<file path="src/rtl/rbu_pkg.sv">
package rbu_pkg;
  localparam int unsigned CSEL_W = 5;

  typedef enum logic [CSEL_W-1:0] {
    COND_NEVER  = 5'd0,
    COND_ALWAYS = 5'd1,
    COND_CC     = 5'd2,
    COND_CS     = 5'd3,
    COND_NE     = 5'd4,
    COND_EQ     = 5'd5,
    COND_HCC    = 5'd6,
    COND_HCS    = 5'd7,
    COND_HI     = 5'd8,
    COND_LS     = 5'd9,
    COND_HS     = 5'd10,
    COND_LO     = 5'd11,
    COND_PL     = 5'd12,
    COND_MI     = 5'd13,
    COND_MC     = 5'd14,
    COND_MS     = 5'd15,
    COND_PINH   = 5'd16,
    COND_PINL   = 5'd17
  } cond_e;

  localparam logic [CSEL_W-1:0] COND_LAST = 5'd17;

  typedef struct packed {
    logic c;
    logic z;
    logic n;
    logic h;
    logic i;
  } flags_t;
endpackage

</file>
<file path="src/rtl/rbu_sync.sv">
module rbu_sync #(
  parameter int unsigned STAGES    = 2,
  parameter logic        RESET_VAL = 1'b1
) (
  input  logic clk_i,
  input  logic rst_ni,
  input  logic d_i,
  output logic q_o
);
  logic [STAGES-1:0] q;

  always_ff @(posedge clk_i or negedge rst_ni) begin
    if (!rst_ni) q[0] <= RESET_VAL;
    else         q[0] <= d_i;
  end

  for (genvar s = 1; s < STAGES; s++) begin : g_stage
    always_ff @(posedge clk_i or negedge rst_ni) begin
      if (!rst_ni) q[s] <= RESET_VAL;
      else         q[s] <= q[s-1];
    end
  end

  assign q_o = q[STAGES-1];
endmodule

</file>
<file path="src/rtl/rbu_cond.sv">
module rbu_cond
  import rbu_pkg::*;
(
  input  logic [CSEL_W-1:0] sel_i,
  input  flags_t            flags_i,
  input  logic              pin_i,
  output logic              take_o
);
  always_comb begin
    case (sel_i)
      COND_NEVER:       take_o = 1'b0;
      COND_ALWAYS:      take_o = 1'b1;
      COND_CC, COND_HS: take_o = ~flags_i.c;
      COND_CS, COND_LO: take_o = flags_i.c;
      COND_NE:          take_o = ~flags_i.z;
      COND_EQ:          take_o = flags_i.z;
      COND_HCC:         take_o = ~flags_i.h;
      COND_HCS:         take_o = flags_i.h;
      COND_HI:          take_o = ~(flags_i.c | flags_i.z);
      COND_LS:          take_o = flags_i.c | flags_i.z;
      COND_PL:          take_o = ~flags_i.n;
      COND_MI:          take_o = flags_i.n;
      COND_MC:          take_o = ~flags_i.i;
      COND_MS:          take_o = flags_i.i;
      COND_PINH:        take_o = pin_i;
      COND_PINL:        take_o = ~pin_i;
      default:          take_o = 1'b0;
    endcase
  end
endmodule

</file>
<file path="src/rtl/rbu_target.sv">
module rbu_target #(
  parameter int unsigned AW = 16,
  parameter int unsigned OW = 8
) (
  input  logic [AW-1:0] base_i,
  input  logic [OW-1:0] off_i,
  input  logic          take_i,
  output logic [AW-1:0] pc_o
);
  localparam int unsigned EXT_W = AW - OW;

  logic [AW-1:0] off_ext;
  logic [AW-1:0] sum;

  assign off_ext = {{EXT_W{off_i[OW-1]}}, off_i};
  assign sum     = base_i + off_ext;  // wraps modulo 2^AW
  assign pc_o    = take_i ? sum : base_i;
endmodule

</file>
<file path="src/rtl/rel_branch_unit.sv">
module rel_branch_unit
  import rbu_pkg::*;
#(
  parameter int unsigned AW          = 16,
  parameter int unsigned OW          = 8,
  parameter int unsigned SYNC_STAGES = 2,
  parameter bit          REG_OUT     = 1'b0
) (
  input  logic              clk_i,
  input  logic              rst_ni,
  input  logic [CSEL_W-1:0] cond_sel_i,
  input  logic              carry_i,
  input  logic              zero_i,
  input  logic              neg_i,
  input  logic              half_i,
  input  logic              imask_i,
  input  logic              irq_pin_i,
  input  logic [AW-1:0]     next_pc_i,
  input  logic [OW-1:0]     offset_i,
  output logic              taken_o,
  output logic [AW-1:0]     target_o
);
  flags_t        flags;
  logic          pin_sync;
  logic          take_c;
  logic [AW-1:0] pc_c;

  assign flags = '{c: carry_i, z: zero_i, n: neg_i, h: half_i, i: imask_i};

  rbu_sync #(.STAGES(SYNC_STAGES), .RESET_VAL(1'b1)) u_sync (
    .clk_i (clk_i),
    .rst_ni(rst_ni),
    .d_i   (irq_pin_i),
    .q_o   (pin_sync)
  );

  rbu_cond u_cond (
    .sel_i  (cond_sel_i),
    .flags_i(flags),
    .pin_i  (pin_sync),
    .take_o (take_c)
  );

  rbu_target #(.AW(AW), .OW(OW)) u_target (
    .base_i(next_pc_i),
    .off_i (offset_i),
    .take_i(take_c),
    .pc_o  (pc_c)
  );

  if (REG_OUT) begin : g_reg
    always_ff @(posedge clk_i or negedge rst_ni) begin
      if (!rst_ni) begin
        taken_o  <= 1'b0;
        target_o <= '0;
      end else begin
        taken_o  <= take_c;
        target_o <= pc_c;
      end
    end
  end else begin : g_comb
    assign taken_o  = take_c;
    assign target_o = pc_c;
  end
endmodule

</file>
<file path="config.mk">
export PLATFORM = sky130hd
export DESIGN_NAME = rel_branch_unit
export DESIGN_NICKNAME = d
export VERILOG_FILES = /design/src/rtl/rbu_pkg.sv /design/src/rtl/rbu_sync.sv /design/src/rtl/rbu_cond.sv /design/src/rtl/rbu_target.sv /design/src/rtl/rel_branch_unit.sv
export SDC_FILE = /design/constraint.sdc
export NUM_CORES = 1
export LEC_CHECK = 0
export BUFFER_PORTS_ARGS = -buffer_cell sky130_fd_sc_hd__buf_4
export CORE_UTILIZATION = 46
export DETAILED_ROUTE_END_ITERATION = 7
export MAX_ROUTING_LAYER = met4
export PLACE_DENSITY = 0.8
export RECOVER_POWER = 25
export SLEW_MARGIN = 5
export SYNTH_ARGS = -nofsm -noshare
export SYNTH_HDL_FRONTEND = slang
export SYNTH_SLANG_ARGS = --single-unit
export TNS_END_PERCENT = 20
</file>
<file path="constraint.sdc">
create_clock -name clk_i -period 3.3 [get_ports clk_i]
set_clock_uncertainty 0.1 [all_clocks]
set_input_delay 0.66 -clock clk_i [delete_from_list [all_inputs] [get_ports clk_i]]
set_output_delay 0.66 -clock clk_i [all_outputs]
set_load 0.02 [all_outputs]
</file>
; ---- Word-level counts from Yosys, hierarchy flattened
; Index checks and enable logic that the tools add are counted.
[word_totals]
register_bits = 2
inputBits = 37
out_inout_bits = 17
wordCells = 32
[op_classes]
addsub = 1
eq_ne = 17
mux = 2
bitwise_logic = 8
reduce_logical = 2
[op_table]
columns = operator, n
row1 = 5-bit by 4-bit == test with 1-bit output (second input constant), 8
row2 = 5-bit by 3-bit == test with 1-bit output (second input constant), 4
row3 = 16-bit adder, 1
row4 = 16-bit 2-to-1 mux, 1
row5 = 1-bit case mux with 15 select lines, 1
row6 = 5-bit by 2-bit == test with 1-bit output (second input constant), 2
row7 = 5-bit == test (second input constant), 2
row8 = 1-bit inverter, 7
row9 = 5-bit by 1-bit == test with 1-bit output (second input constant), 1
row10 = 2-bit OR reduction, 2
row11 = 1-bit bitwise OR, 1

; ---- Logic depth before layout (Yosys ltp)
[logic_depth]
ltp_word = 4
ltp_mapped = 8
mapped_depth_nobuf = 8

; ---- Hierarchy
; From an unflattened synthesis, not the netlist that was laid out.
[hier_totals]
cells_unflattened = 133
area_unflattened_um2 = 1127.3
[modules_own_cells]
columns = mod, n_inst, cells_per_inst, area_per_inst_um2
row1 = rbu_target, 1, 115, 962.2
row2 = rbu_cond, 1, 16, 112.6
row3 = rbu_sync, 1, 2, 52.6

; ---- Least setup slack after synthesis
; OpenSTA, ideal clock, no wires.
[synth_path]
path_type = in2out
start = input next_pc_i[0]
end = output target_o[14]
arrival_ns = 2.665
t_required_ns = 2.540
slack_ns = -0.125
stages = 7
path_buffers = 0
path_cell_list = ha_1 fa_1 a21o_1 a221oi_2 o31a_1 o21ai_0 o41ai_2
[synth_via]
elab_chain_len = 2
[synth_rtl]
columns = element, line_no
row1 = "start, declared", rel_branch_unit.sv:18  ; input logic [AW-1:0] next_pc_i,
row2 = 16-bit adder, rbu_target.sv:16  ; assign sum = base_i + off_ext;
row3 = 16-bit 2-to-1 mux, rbu_target.sv:17  ; assign pc_o = take_i ? sum : base_i;
row4 = "end, declared", rel_branch_unit.sv:21  ; output logic [AW-1:0] target_o
; Every way passes these cells.

; ---- Worst setup path after layout
[layout_path]
start = input next_pc_i[4]
end = output target_o[12]
; Same word-level chain as after synthesis.

==> results.yml <==
clocking:
  htree_num_levels: 1
  cts_tree: "done"
  clkTransAtPathRegs_ns: 0.03
  insertion_delay_ns: 0.22
  holdBufCountCts: 0
  cts_buffer_depth: 2
  cts_root_buf: "clkbuf_4"
  numCtsBuffers: 3
  cts_sinks: 2
layout:
  nets: 267
  fin_cells: 240
  syn2layout_area_growth_pct: 59.70
  drive_gt1_share_pct: 43.40
  fin_area_um2: 1720
  diodes: 0
place:
  port_buffers: 53
  place_area_um2: 1587
  dpl.cell_count: 233
  place.gp.congestion: 0.8673
  dp_hpwl_um: 2513
worst_hold_path:
  min_path_cells: 0
  min_to: "u_sync.q_o"
  worstHoldStart: "u_sync.q[0]"
  hp-class: "reg2reg"
critical_path:
  r2r_start: "u_sync.q[0]"
  timing_worst_setup_path_type: "in2out"
  path_max_fanout: 4
  cp-end-kind: "output port"
  ff2ff_path_depth: 0
  required_ns: 2.54
  crit_arrival_ns: 2.57
  start_kind: "primary input"
  r2r_slack_ns: 2.64
  r2r-end: "u_sync.q_o"
floorplan:
  die-area_um2: 2540
  rows: 17
  core_area_um2: 2212
  start_util_pct: 48.70
  ios: 54
  die_h_um: 50.40
  fp.dieW_um: 50.40
logic_synthesis:
  synthAdderAreaFrac_pct: 19.28
  synth_commonest_cells: "24 x nand2_1, 15 x ha_1, 14 x o21ai_0, 12 x a21oi_1, 7 x xnor2_1"
  synth_top_area_cell: "ha_1"
  ys_types: 44
  synth_area_um2: 1077
  synthXorXnorAreaFrac_pct: 10.57
  synth_top_family_by_area: "compound AO/OA/AOI/OAI gates"
  synth-simple-area-share_pct: 21.60
  synth_edf_count: 0
  yosysMostFrequentCell: "nand2_1"
  yosys.area.top_type_share_pct: 17.42
  ys_seq_area_share_pct: 4.878
  synthMuxAreaShare_pct: 3.484
  synth_cells: 147
  synth_compound_area_share_pct: 35.54
  ys_top_cells_by_area: "ha_1 17%, nand2_1 8.4%, o21ai_0 6.5%"
  ys_async_sr_fraction_pct: 100.0
  dominantRegCellSynth: "dfstp_2"
  syn_area_per_cell_um2: 7.328
  syn_nets: 200
  ys_seq_elements: 2
  yosysWarnings: 0
power_and_ir_drop:
  p_int_w: 0.0002588
  powerDensity_nw_per_um2: 270.7
  p_leak_nw: 0.7985
  total_power_w: 0.0004657
  p_clk_share_pct: 11.4
  peakVddDrop_v: 0.0001948
  p_switching_w: 0.0002069
  seqPwrFrac_pct: 5.9
  comb_power_share_pct: 82.7
  swShare_pct: 44.42
sta:
  tightest_slew_ns: 0.3863
  finalHoldViolCount: 0
  fin_crit_ns: 3.328
  setup_ws_ns: -0.02752
  rsz0062_at_grt: "true"
  post-route-period-util_pct: 100.8
  setup_violations: 1
  finalMaxSlewViolations: 0
  slew_headroom_pct: 73.91
  max_freq_mhz: 300.5
route:
  vias: 1383
  drt_iter0_markers: 32
  vias_per_cell: 5.763
  drc: 0
  wl_um: 3236
  drt_first_pass_iters: 4
  wire_per_inst_um: 13.48
  ant_nets: 0
global_route:
  track_usage_pct: 26.40
  grt_max_degree: 18
  grt_pass1_vias: 1262
  gr-total-overflow: 0
  antenna_found_initial: 0
  grt_pass1_wl_um: 5133
status:
  outcome: "complete, but fails checks"
  violations: "negative setup slack"
flow_run:
  cap_violations: 0
## logic make-up (layout without fill, tap and decap cells)
logic type               Yosys count  count (layout)
XOR/XNOR                          13              13
AND/OR/NAND/NOR                   48              48
adder cells (fa/ha/maj)           16              16
buffers and inverters             10              75
AO/OA/AOI/OAI                     55              55
flip-flops                         2               2
multiplexers                       3               3
## through the flow
| stage | worst slack, ns | hold slack (ns) | utilization (%) | setup TNS [ns] |
|---|---|---|---|---|
| detailed placement | -0.1243 | 0.2504 | 71.72 | -0.2824 |
| finish | -0.02752 | 0.2530 | 77.77 | -0.02752 |
| floorplan | 0.006901 | 0.2452 | - | 0 |
| CTS | -0.02355 | 0.2549 | 77.15 | -0.02355 |
| global placement | -0.08585 | 0.2502 | 71.72 | -0.1546 |
| global route | -0.08989 | 0.2531 | 77.77 | -0.2625 |
## power by group through the flow
stage | logic [W] | clock network, W | registers, W
floorplan | 0.000214 | 0 | 0.0000275
global placement | 0.000347 | 0 | 0.0000277
detailed placement | 0.000356 | 0 | 0.0000277
CTS | 0.000376 | 0.0000558 | 0.0000275
global route | 0.000415 | 0.0000585 | 0.0000276
finish | 0.000385 | 0.0000531 | 0.0000275
## cell type report
type                            instances  area, um2
Clock buffer                            3      22.52
Fill cell                             158      491.7
Inverter                                3      11.26
Multi-Input combinational cell        135       1045
Sequential cell                         2      52.55
Tap cell                               28      35.03
Timing Repair Buffer                   69      554.3
## state kept, by name, summed over array words and instances (netlist names)
name and cells:
u_sync.q_o 1, u_sync.q 1
## critical path: stages
cell and delay [ns]:
buf_4 0.12, ha_4 0.26, buf_6 0.10, and3_4 0.19
a221oi_2 0.07, o31a_1 0.30, buf_4 0.15, or3_1 0.34
a32o_1 0.25, buf_6 0.13
## placed cells by master (no fill, tap or decap), types with 3 or more instances in the layout
| cell | synthesis | layout |
|---|---|---|
| buf_4 | 1 | 61 |
| nand2_1 | 24 | 24 |
| a21oi_1 | 12 | 12 |
| o21ai_0 | 14 | 11 |
| ha_1 | 15 | 9 |
| o21ai_1 | 5 | 8 |
| xnor2_1 | 7 | 7 |
| xor2_1 | 6 | 6 |
| nor3_1 | 4 | 4 |
| a21o_1 | 4 | 4 |
| nand3_1 | 4 | 4 |
| nor2_1 | 4 | 4 |
| ha_4 | 0 | 4 |
| clkbuf_4 | 0 | 4 |
| buf_6 | 1 | 4 |
| inv_1 | 3 | 3 |
| a211oi_1 | 3 | 3 |
## worst max path at each step
stage / from / to / slack, ns / depth (start not counted)
after floorplan: next_pc_i[0] / target_o[14] / 0.007 / 7
after global placement: next_pc_i[0] / target_o[10] / -0.09 / 10
after detailed placement: next_pc_i[0] / target_o[10] / -0.12 / 10
after CTS: next_pc_i[4] / target_o[12] / -0.02 / 10
after global routing: offset_i[4] / target_o[12] / -0.09 / 10
final: next_pc_i[4] / target_o[12] / -0.03 / 10
## per-layer routing
metal / wire (um) / global-route usage (%) / vias to the layer above
li1: - / - / 689
met1: 1353 / 28.57 / 635
met2: 1701 / 50.22 / 55
met3: 152 / 2.121 / 4
met4: 29 / 8.333 / 0
met5: 0 / - / -
## timing repair
item | CTS | global route
pin swaps | 6 | 6
setup endpoints to repair | 4 | 5
setup buffers | 3 | 1
resized for setup | 12 | 6
cloned | 0 | 0
(Power assumes the default switching activity.)
